--- src/rtl/nic_regs_pkg.sv ---
package nic_regs_pkg;
  // word addresses
  localparam int A_CMD    = 0;
  localparam int A_STATUS = 1;
  localparam int A_MASK   = 2;
  localparam int A_TXCTL  = 3;
  localparam int A_RXCTL  = 4;
  localparam int A_CFG    = 5;
  localparam int A_CFG2   = 6;
  localparam int A_EOB    = 7;
  localparam int A_REV    = 8;

  // command bits (positions are decoded by the attached engines)
  localparam logic [15:0] CMD_HALT   = 16'h0001;
  localparam logic [15:0] CMD_TX     = 16'h0002;
  localparam logic [15:0] CMD_RXDIS  = 16'h0004;
  localparam logic [15:0] CMD_RXEN   = 16'h0008;
  localparam logic [15:0] CMD_TSTOP  = 16'h0010;
  localparam logic [15:0] CMD_TSTART = 16'h0020;
  localparam logic [15:0] CMD_RST    = 16'h0080;
  localparam logic [15:0] CMD_RES    = 16'h0100;
  localparam logic [15:0] CMD_FILT   = 16'h0200;
  localparam logic [15:0] CMD_WMASK  = 16'h03BF;
  localparam logic [15:0] CMD_INIT   = 16'h0094;

  // status bits
  localparam logic [15:0] ST_RBE     = 16'h0020;
  localparam logic [15:0] ST_TXDONE  = 16'h0200;
  localparam logic [15:0] ST_LDDONE  = 16'h1000;

  // write masks
  localparam logic [15:0] MASK_IMR   = 16'h7FFF;
  localparam logic [15:0] MASK_TXC   = 16'hF000;
  localparam logic [15:0] MASK_RXC   = 16'hFFE0;
  localparam logic [15:0] MASK_CFG   = 16'hBFFF;
  localparam logic [15:0] MASK_CFG2  = 16'hF017;

  // strobes from control to datapath
  typedef struct packed {
    logic statusWr;
    logic maskWr;
    logic txCtlWr;
    logic rxCtlWr;
    logic cfgWr;
    logic cfg2Wr;
    logic eobWr;
    logic invWr;
    logic txGo;
    logic resGo;
    logic filtGo;
  } ctlStrobes_t;
endpackage

--- src/rtl/nic_regs_ctrl.sv ---
module nic_regs_ctrl
  import nic_regs_pkg::*;
#(
  parameter int ADDR_W   = 4,
  parameter int INV_BASE = 12,
  parameter int N_INV    = 3
) (
  input  logic              clk,
  input  logic              rstN,
  input  logic [ADDR_W-1:0] busAddr,
  input  logic              busWrEn,
  input  logic [15:0]       busWrData,
  input  logic              txDoneIn,
  input  logic              filterDoneIn,
  output logic [15:0]       cmdQ,
  output ctlStrobes_t       strb
);
  localparam int INV_LAST = INV_BASE + N_INV - 1;

  logic        cmdHit;
  logic        leaveRst;
  logic        cmdApply;
  logic [15:0] cmdVal;
  logic [15:0] cmdD;
  logic        invHit;

  assign cmdHit   = busWrEn && (busAddr == ADDR_W'(A_CMD));
  assign leaveRst = cmdHit && ((cmdQ & CMD_RST) != '0) && ((busWrData & CMD_RST) == '0);
  assign cmdApply = cmdHit && !leaveRst;
  assign cmdVal   = busWrData & CMD_WMASK;

  always_comb begin
    cmdD = cmdQ;
    if (txDoneIn)     cmdD = cmdD & ~CMD_TX;
    if (filterDoneIn) cmdD = cmdD & ~CMD_FILT;
    if (leaveRst) begin
      cmdD = cmdD & ~CMD_RST;
    end else if (cmdApply) begin
      cmdD = cmdD | cmdVal;
      if ((cmdVal & CMD_RXDIS)  != '0) cmdD = cmdD & ~CMD_RXEN;
      if ((cmdVal & CMD_RXEN)   != '0) cmdD = cmdD & ~CMD_RXDIS;
      if ((cmdVal & CMD_TSTOP)  != '0) cmdD = cmdD & ~CMD_TSTART;
      if ((cmdVal & CMD_TSTART) != '0) cmdD = cmdD & ~CMD_TSTOP;
      if ((cmdVal & CMD_RST) != '0) begin
        cmdD = cmdD & ~(CMD_FILT | CMD_RES | CMD_TX | CMD_HALT);
        cmdD = cmdD | CMD_RST | CMD_RXDIS;
      end
      cmdD = cmdD & ~CMD_RES;
    end
  end

  always_ff @(posedge clk) begin
    if (!rstN) cmdQ <= CMD_INIT;
    else       cmdQ <= cmdD;
  end

  assign invHit = (int'(busAddr) >= INV_BASE) && (int'(busAddr) <= INV_LAST);

  always_comb begin
    strb          = '0;
    strb.statusWr = busWrEn && (busAddr == ADDR_W'(A_STATUS));
    strb.maskWr   = busWrEn && (busAddr == ADDR_W'(A_MASK));
    strb.txCtlWr  = busWrEn && (busAddr == ADDR_W'(A_TXCTL));
    strb.rxCtlWr  = busWrEn && (busAddr == ADDR_W'(A_RXCTL));
    strb.cfgWr    = busWrEn && (busAddr == ADDR_W'(A_CFG))  && ((cmdQ & CMD_RST) != '0);
    strb.cfg2Wr   = busWrEn && (busAddr == ADDR_W'(A_CFG2)) && ((cmdQ & CMD_RST) != '0);
    strb.eobWr    = busWrEn && (busAddr == ADDR_W'(A_EOB));
    strb.invWr    = busWrEn && invHit;
    strb.txGo     = cmdApply && ((cmdVal & CMD_TX)   != '0);
    strb.resGo    = cmdApply && ((cmdVal & CMD_RES)  != '0);
    strb.filtGo   = cmdApply && ((cmdVal & CMD_FILT) != '0);
  end
endmodule

--- src/rtl/nic_regs_dp.sv ---
module nic_regs_dp
  import nic_regs_pkg::*;
#(
  parameter int          ADDR_W    = 4,
  parameter int          INV_BASE  = 12,
  parameter int          N_INV     = 3,
  parameter logic [15:0] REV_ID    = 16'h0004,
  parameter logic [15:0] EOB_RESET = 16'h02F8
) (
  input  logic              clk,
  input  logic              rstN,
  input  ctlStrobes_t       strb,
  input  logic [ADDR_W-1:0] busAddr,
  input  logic [15:0]       busWrData,
  input  logic [15:0]       cmdQ,
  input  logic [15:0]       eventIn,
  input  logic              txDoneIn,
  input  logic              filterDoneIn,
  output logic [15:0]       rdData,
  output logic [15:0]       statusQ,
  output logic [15:0]       maskQ,
  output logic              txReqOut,
  output logic              resReqOut,
  output logic              filterReqOut
);
  logic [15:0] txCtlQ, rxCtlQ, cfgQ, cfg2Q, eobQ;
  logic [15:0] invQ [N_INV];
  logic [15:0] clrBits;
  logic [15:0] statusD;
  logic        rbeCleared;

  assign clrBits    = strb.statusWr ? (busWrData & statusQ) : '0;
  assign rbeCleared = (clrBits & ST_RBE) != '0;

  always_comb begin
    statusD = (statusQ & ~clrBits) | eventIn;
    if (txDoneIn)     statusD = statusD | ST_TXDONE;
    if (filterDoneIn) statusD = statusD | ST_LDDONE;
  end

  always_ff @(posedge clk) begin
    if (!rstN) begin
      statusQ      <= '0;
      maskQ        <= '0;
      txCtlQ       <= '0;
      rxCtlQ       <= '0;
      cfgQ         <= '0;
      cfg2Q        <= '0;
      eobQ         <= EOB_RESET;
      txReqOut     <= 1'b0;
      resReqOut    <= 1'b0;
      filterReqOut <= 1'b0;
    end else begin
      statusQ      <= statusD;
      if (strb.maskWr)  maskQ  <= busWrData & MASK_IMR;
      if (strb.txCtlWr) txCtlQ <= busWrData & MASK_TXC;
      if (strb.rxCtlWr) rxCtlQ <= busWrData & MASK_RXC;
      if (strb.cfgWr)   cfgQ   <= busWrData & MASK_CFG;
      if (strb.cfg2Wr)  cfg2Q  <= busWrData & MASK_CFG2;
      if (strb.eobWr)   eobQ   <= busWrData;
      txReqOut     <= strb.txGo;
      resReqOut    <= strb.resGo | rbeCleared;
      filterReqOut <= strb.filtGo;
    end
  end

  for (genvar gi = 0; gi < N_INV; gi++) begin : g_inv
    always_ff @(posedge clk) begin
      if (!rstN)
        invQ[gi] <= '0;
      else if (strb.invWr && (busAddr == ADDR_W'(INV_BASE + gi)))
        invQ[gi] <= ~busWrData;
    end
  end

  always_comb begin
    rdData = '0;
    case (int'(busAddr))
      A_CMD:    rdData = cmdQ;
      A_STATUS: rdData = statusQ;
      A_MASK:   rdData = maskQ;
      A_TXCTL:  rdData = txCtlQ;
      A_RXCTL:  rdData = rxCtlQ;
      A_CFG:    rdData = cfgQ;
      A_CFG2:   rdData = cfg2Q;
      A_EOB:    rdData = eobQ;
      A_REV:    rdData = REV_ID;
      default:  rdData = '0;
    endcase
    for (int i = 0; i < N_INV; i++)
      if (busAddr == ADDR_W'(INV_BASE + i)) rdData = invQ[i];
  end
endmodule

--- src/rtl/nic_ctl_regs.sv ---
module nic_ctl_regs
  import nic_regs_pkg::*;
#(
  parameter int          ADDR_W    = 4,
  parameter int          INV_BASE  = 12,
  parameter int          N_INV     = 3,
  parameter logic [15:0] REV_ID    = 16'h0004,
  parameter logic [15:0] EOB_RESET = 16'h02F8
) (
  input  logic              clk,
  input  logic              rstN,
  input  logic [ADDR_W-1:0] busAddr,
  input  logic              busWrEn,
  input  logic [15:0]       busWrData,
  output logic [15:0]       busRdData,
  input  logic              txDoneIn,
  input  logic              filterDoneIn,
  input  logic [15:0]       eventIn,
  output logic              irqOut,
  output logic              txReqOut,
  output logic              resReqOut,
  output logic              filterReqOut
);
  ctlStrobes_t strb;
  logic [15:0] cmdQ;
  logic [15:0] statusQ;
  logic [15:0] maskQ;

  nic_regs_ctrl #(.ADDR_W(ADDR_W), .INV_BASE(INV_BASE), .N_INV(N_INV)) u_ctrl (
    .clk(clk), .rstN(rstN), .busAddr(busAddr), .busWrEn(busWrEn),
    .busWrData(busWrData), .txDoneIn(txDoneIn), .filterDoneIn(filterDoneIn),
    .cmdQ(cmdQ), .strb(strb)
  );

  nic_regs_dp #(.ADDR_W(ADDR_W), .INV_BASE(INV_BASE), .N_INV(N_INV),
                .REV_ID(REV_ID), .EOB_RESET(EOB_RESET)) u_dp (
    .clk(clk), .rstN(rstN), .strb(strb), .busAddr(busAddr),
    .busWrData(busWrData), .cmdQ(cmdQ), .eventIn(eventIn),
    .txDoneIn(txDoneIn), .filterDoneIn(filterDoneIn), .rdData(busRdData),
    .statusQ(statusQ), .maskQ(maskQ), .txReqOut(txReqOut),
    .resReqOut(resReqOut), .filterReqOut(filterReqOut)
  );

  assign irqOut = (maskQ & statusQ) != '0;
endmodule

--- config.mk ---
export PLATFORM = sky130hd
export DESIGN_NAME = nic_ctl_regs
export DESIGN_NICKNAME = d
export VERILOG_FILES = /design/src/rtl/nic_regs_pkg.sv /design/src/rtl/nic_regs_ctrl.sv /design/src/rtl/nic_regs_dp.sv /design/src/rtl/nic_ctl_regs.sv
export SDC_FILE = /design/constraint.sdc
export NUM_CORES = 1
export LEC_CHECK = 0
export ABC_AREA = 1
export BUFFER_PORTS_ARGS = -buffer_cell sky130_fd_sc_hd__clkbuf_2
export CORE_ASPECT_RATIO = 0.8
export CORE_MARGIN = 2
export CORE_UTILIZATION = 60
export DETAILED_ROUTE_END_ITERATION = 10
export PLACE_DENSITY = 0.77
export SYNTH_ARGS = -nofsm -noshare
export SYNTH_HDL_FRONTEND = slang
export SYNTH_SLANG_ARGS = --single-unit
--- constraint.sdc ---
create_clock -name clk -period 4.45 [get_ports clk]
set_clock_uncertainty 0.15 [all_clocks]
set_input_delay 0.6675 -clock clk [delete_from_list [all_inputs] [get_ports clk]]
set_output_delay 0.6675 -clock clk [all_outputs]
set_load 0.05 [all_outputs]
==> metrics.cfg, run 1 <==
[global_route]
grt_max_degree = 73
antenna_found_initial = 0
grt_pass1_vias = 5933
globalRouteTotalUtil_pct = 32.4
grt-ovfl-total = 0
grt_pass1_wl_mm = 29.5

[critical_path]
required_ps = 3630
slowest_stage = nor2_2
cp_num_buf_inv = 4
cpPeakStageDelay_ps = 500
worstPathArrival_ps = 2540
crit_top_cell = nand2_1
setup.worst_path.start = busAddr[1]
critPathLaunchType = input pin
cp-end-kind = output pin
crit_path_max_fanout = 19
worstReg2RegStart = u_ctrl.cmdQ[7]
critPathTopFamily = simple AND/OR/NAND/NOR gates
ff2ff_setup_slack_ps = 2530
path_class = in2out
worstPathCellList = clkbuf_2 -> inv_1 -> nand2_2 -> nor2_2 -> inv_2 -> nand2_1 -> nor2_1 -> nand3b_1 -> nand2_1 -> nand2_1 -> clkbuf_2

[clocking]
clock_path_buffers = 2
cts_tree = built
post_cts_buffers = 0
cts_htree_levels = 4
clk_pin_slew_ps = 60
clkSinkCount = 144
clock_latency_ps = 410
cts_resized = 0
holdBufCountCts = 0
cts-root-buf = clkbuf_16
cts_buffers = 17

[synthesis]
ys_types = 29
ys_async_sr_fraction_pct = 0
ys_seq_area_share_pct = 51.6
yosys_warnings = 0
synth_seq_cells = 144
synth_area_leaders = dfxtp_1 (29%), edfxtp_1 (22%), nand2_1 (14%), nand3_1 (8.1%), a21oi_1 (6.8%)
synth_top_area_share_pct = 29.5
synth_flop_cell = dfxtp_1
synthesis.area_um2 = 6520
netlist_instances = 865
postSynthAreaPerCell_um2 = 7.54
yosysMostFrequentCell = nand2_1
synth_top_cells_by_count = nand2_1 (236), nor2_1 (113), nand3_1 (105), dfxtp_1 (96), a21oi_1 (89)
synth-edff-count = 48
yosysTopAreaCell = dfxtp_1
syn_nets = 906

[place]
dp_slack_ps = 1150
portBuffers = 60
place_congestion = 0.891
place_hpwl_mm = 12.5
placed_cells = 1024

[job]
drv_cap = 0

[drt]
dr.pass1.iters = 9
drcViolationCount = 0
num_vias = 6182
drt_iter0_markers = 728
drt_wl_total_mm = 18.5
drtAntennaViolNets = 0
via_per_inst = 5.85
wl_per_cell_um = 17.5

[timing]
maxSlewHeadroom_pct = 15.9
slew_violations = 0
setup_viol = 0
hold_violations = 0
setup_ws_ps = 1100
tightest_slew_ps = 1260
period_needed_ps = 3350
finalSetupTns_ps = 0
finalCritPeriodShare_pct = 75.4
fmax_mhz = 298
rsz0062_at_grt = no

[power]
vdd_drop_max_mv = 0.244
p_per_area_nw_per_um2 = 410
leakagePower_nw = 3.03

[floorplan]
die_x_um = 121
coreArea_um2 = 10700
row_count = 34
io_pins = 61
die_area_um2 = 11700
die_h_um = 97.3
initial_core_util_pct = 60.8

[final_layout]
fillers = 892
syn2layout_area_growth_pct = 13.1
final_nets = 940
n_antenna_cell = 0
layoutNonFillerInstCount = 1056
final_util_pct = 68.8
drive_gt1_share_pct = 12.8

[worst_hold_path]
worstHoldStart = eventIn[14]
min_path_type = in2reg

[outcome]
status = finished clean

-- worst reg2reg max path, stage by stage (launching register included) --
cell and delay (ps):
dfxtp_1 330, nand2_1 50, clkinv_1 60, buf_4 240, nand2_1 510, o21ai_0 370, a21oi_1 70
-- state kept, by name, summed over array words and instances, names as in the netlist, 4 cells and up --
name,cells
u_dp.invQ,48
u_dp.cfgQ,15
u_dp.eobQ,16
u_dp.txCtlQ,4
u_dp.cfg2Q,8
u_dp.maskQ,15
u_dp.statusQ,16
u_dp.rxCtlQ,11
u_ctrl.cmdQ,8
-- cells in the final DEF (no fill, tap or decap), types with 3 or more instances in the layout --
master       n
nand2_1    236
inv_1       49
nor2_2       7
a21oi_1     89
or2_0        3
clkinv_2     4
o21ai_0     27
buf_4        8
o211ai_1     6
dfxtp_1     96
clkinv_1     7
nor2_1     113
clkbuf_2    60
nand3b_1     3
nand3_1    105
nand4_1      7
clkbuf_16   17
or2_2        9
edfxtp_1    48
-- report_power, final --
| part | internal (mW) | total [mW] | leakage [nW] | switching, mW |
|---|---|---|---|---|
| combinational | 0.0575 | 0.250 | 1.52 | 0.193 |
| sequential | 1.41 | 1.43 | 1.24 | 0.0213 |
| clock | 0.808 | 1.35 | 0.267 | 0.540 |
-- final cells by class --
class	count	area [um^2]	share of cell area (%)
sequential	144	3360	45.6
multi-input combinational	616	2730	37.0
clock buffer	17	425	5.77
timing repair buffer	68	360	4.88
inverter	52	195	2.65
tap	144	180	2.44
clock inverter	15	126	1.71
-- per-layer routing --
layer | routed length [um] | up-vias | track usage (%) | part of all wire (%)
met4 | 597 | 0 | 14.9 | 3.2
met5 | 0 | - | 0 | 0
li1 | - | 2891 | - | -
met2 | 8810 | 329 | 53.1 | 48
met3 | 1530 | 58 | 6.69 | 8.3
met1 | 7570 | 2904 | 41.3 | 41
-- per-stage QoR --
stage | instance area [um^2] | power, mW | hold WS [ps]
2_1_floorplan | 6520 | 1.61 | 275
3_3_place_gp | 6830 | 1.69 | 283
3_5_place_dp | 6830 | 1.70 | 297
4_1_cts | 7380 | 3.03 | 300
5_1_grt | 7380 | 3.10 | 319
6_report | 7380 | 3.02 | 301
-- worst paths after layout --
check | to | cells after the start
setup / recovery | busRdData[9] | 11
hold / removal | u_dp.statusQ[14] | 3
hold reg to reg | u_dp.cfgQ[6] | 2
setup reg to reg | u_dp.cfgQ[13] | 6
-- logic make-up after synthesis --
group	Yosys count	synth area share, %
compound gates	126	9.99
simple gates	490	31.8
flops	144	51.6
buf+inv	105	6.62
Power figures use the tool's default switching activity.
==> run 2, diff against run 1 <==
--- a/config.mk
+++ b/config.mk
@@ -9,9 +9,9 @@
 export BUFFER_PORTS_ARGS = -buffer_cell sky130_fd_sc_hd__clkbuf_2
 export CORE_ASPECT_RATIO = 0.8
 export CORE_MARGIN = 2
-export CORE_UTILIZATION = 60
+export CORE_UTILIZATION = 59
 export DETAILED_ROUTE_END_ITERATION = 10
-export PLACE_DENSITY = 0.77
+export PLACE_DENSITY = 0.75
 export SYNTH_ARGS = -nofsm -noshare
 export SYNTH_HDL_FRONTEND = slang
 export SYNTH_SLANG_ARGS = --single-unit
==> constraint.sdc (replaced) <==
create_clock -name clk -period 3.3 [get_ports clk]
set_clock_uncertainty 0.15 [all_clocks]
set_input_delay 0.495 -clock clk [delete_from_list [all_inputs] [get_ports clk]]
set_output_delay 0.495 -clock clk [all_outputs]
set_load 0.05 [all_outputs]
==> run 2 against run 1 <==
Register-to-register slack got worse by 920 ps. First-iteration DRC count decreased by 9.2%. Sequential power is 35% higher. Clock power up 49%. Critical path depth shrank 2. Highest routed layer unchanged.
==> metrics.cfg, run 2 (synthesis gave the netlist of run 1 again) <==
[floorplan]
die_h_um = 98.0  ; +0.81%
initial_core_util_pct = 60.4  ; -0.48 points
io_pins = 61  ; unchanged
coreArea_um2 = 10800  ; +0.79%
row_count = 34  ; unchanged
die_x_um = 122  ; +0.82%
die_area_um2 = 11900  ; +1.6%

[power]
pwr-share-clk_pct = 46.9  ; +2.3 points
switchingPower_mw = 1.04  ; +37%
swShare_pct = 24.2  ; -0.74 points
seqPwrFrac_pct = 45.0  ; -2.2 points
combinationalPowerShare_pct = 8.1  ; -0.2 points
p_per_area_nw_per_um2 = 568  ; +39%
leakagePower_nw = 3.12  ; +2.9%
p_int_mw = 3.24  ; +43%
vdd_drop_max_mv = 0.379  ; +55%

[global_route]
grt_max_degree = 31  ; -58%
grt-ovfl-total = 0  ; unchanged
grt_pass1_wl_mm = 29.8  ; +1.2%
globalRouteTotalUtil_pct = 32.9  ; +0.52 points
grt_pass1_vias = 5869  ; -1.1%
antenna_found_initial = 0  ; unchanged

[drt]
wl_per_cell_um = 17.8  ; +1.4%
dr.pass1.iters = 6  ; -3
drt_iter0_markers = 661  ; -9.2%
num_vias = 6199  ; +0.27%
drtAntennaViolNets = 0  ; unchanged
drcViolationCount = 0  ; unchanged
drt_wl_total_mm = 19.0  ; +2.5%
via_per_inst = 5.81  ; -0.76%

[timing]
hold_violations = 0  ; unchanged
period_needed_ps = 2820
maxSlewHeadroom_pct = 48.1  ; +32 points
setup_viol = 0  ; unchanged
finalSetupTns_ps = 0  ; unchanged
holdWs_ps = 128  ; -174 ps
rsz0062_at_grt = no
tightest_slew_ps = 777  ; -485 ps
fmax_mhz = 355
finalCritPeriodShare_pct = 85.3
slew_violations = 0  ; unchanged

[place]
place_congestion = 0.916  ; +2.8%
postPlaceCellArea_um2 = 6910  ; +1.2%
portBuffers = 60  ; unchanged
place_hpwl_mm = 13.3  ; +6.2%

[final_layout]
n_antenna_cell = 0  ; unchanged
final_cell_mix = nand2_1 (236), nor2_1 (113), nand3_1 (105)
largestRegisters = u_dp.invQ x48, u_dp.eobQ x16, u_dp.statusQ x16
fin_area_um2 = 7530  ; +2.1%
top_register = u_dp.invQ
syn2layout_area_growth_pct = 15.5
final_nets = 951  ; +1.2%
drive_gt1_share_pct = 14.2  ; +1.4 points
final_util_pct = 69.7  ; +0.91 points
largest_register_ffs = 48  ; unchanged
final_common_cell = nand2_1
fillers = 938  ; +5.2%

[clocking]
cts_resized = 0  ; unchanged
cts_tree = built
cts_buffers = 17  ; unchanged
clock_latency_ps = 420  ; about the same
clock_path_buffers = 2  ; unchanged
clk_pin_slew_ps = 60  ; about the same
clkSinkCount = 144  ; unchanged
post_cts_buffers = 0  ; unchanged
cts-root-buf = clkbuf_16
holdBufCountCts = 0  ; unchanged
cts_htree_levels = 4  ; unchanged

[critical_path]
cpPeakStageDelay_ps = 570  ; +70 ps
critPathLaunchType = input pin
slowest_stage = nor2_2
path_class = in2out
crit_path_max_fanout = 15  ; -4
required_ps = 2650  ; -980 ps
cp-end-kind = output pin
worstPathArrival_ps = 2170  ; -370 ps
worstPathCellList = clkbuf_2 -> inv_1 -> nand2_1 -> nor2_2 -> nand2_1 -> nand3_1 -> nor2_1 -> nand4_1 -> clkbuf_2

[job]
drv_cap = 0  ; unchanged

[outcome]
status = finished clean

[worst_hold_path]
min_path_type = in2reg

run 2: layout make-up:
| class | count | area, um^2 | area share (%) |
|---|---|---|---|
| sequential | 144 | 3360 | 44.6 |
| multi-input combinational | 616 | 2730 | 36.2 |
| clock buffer | 25 | 528 | 7.01 |
| timing repair buffer | 79 | 443 | 5.88 |
| inverter | 52 | 195 | 2.59 |
| tap | 144 | 180 | 2.39 |
| clock inverter | 7 | 97.6 | 1.30 |
run 2: final timing paths:
path / to / depth (start not counted) / slack (ps) / from
hold reg to reg: u_dp.cfgQ[3] / 2 / 300 / u_dp.cfgQ[3]
setup / recovery: busRdData[15] / 9 / 480 / busAddr[3]
hold / removal: u_dp.statusQ[0] / 3 / 130 / eventIn[0]
setup reg to reg: u_ctrl.cmdQ[3] / 8 / 1610 / u_ctrl.cmdQ[7]
run 2: power by group through the flow:
stage	Combinational, mW	Clock, mW	Sequential [mW]
2_1_floorplan	0.224	0	1.95
3_3_place_gp	0.333	0	1.96
3_5_place_dp	0.339	0	1.96
4_1_cts	0.342	2.01	1.92
5_1_grt	0.373	2.10	1.93
6_report	0.346	2.01	1.93
run 2: stage by stage:
| step | worst slack [ps] | power (mW) | instances |
|---|---|---|---|
| after detailed placement | 534 | 2.30 | 1035 |
| after floorplan | 556 | 2.18 | 865 |
| after global placement | 601 | 2.29 | 1035 |
| final | 485 | 4.28 | 1067 |
| after CTS | 526 | 4.28 | 1067 |
| after global routing | 356 | 4.40 | 1067 |
run 2: layer usage:
metal | track usage [%] | vias to the layer above | part of all wire [%]
met5 | 0 | - | 0
met4 | 13.8 | 0 | 3.5
met3 | 6.07 | 63 | 7.0
met2 | 53.9 | 306 | 48
met1 | 43.2 | 2913 | 42
li1 | - | 2917 | -
run 2: worst max-delay path: cells and delay by family:
| family | cells | cell delay, ps |
|---|---|---|
| simple gates | 6 | 1160 |
| buf+inv | 3 | 500 |
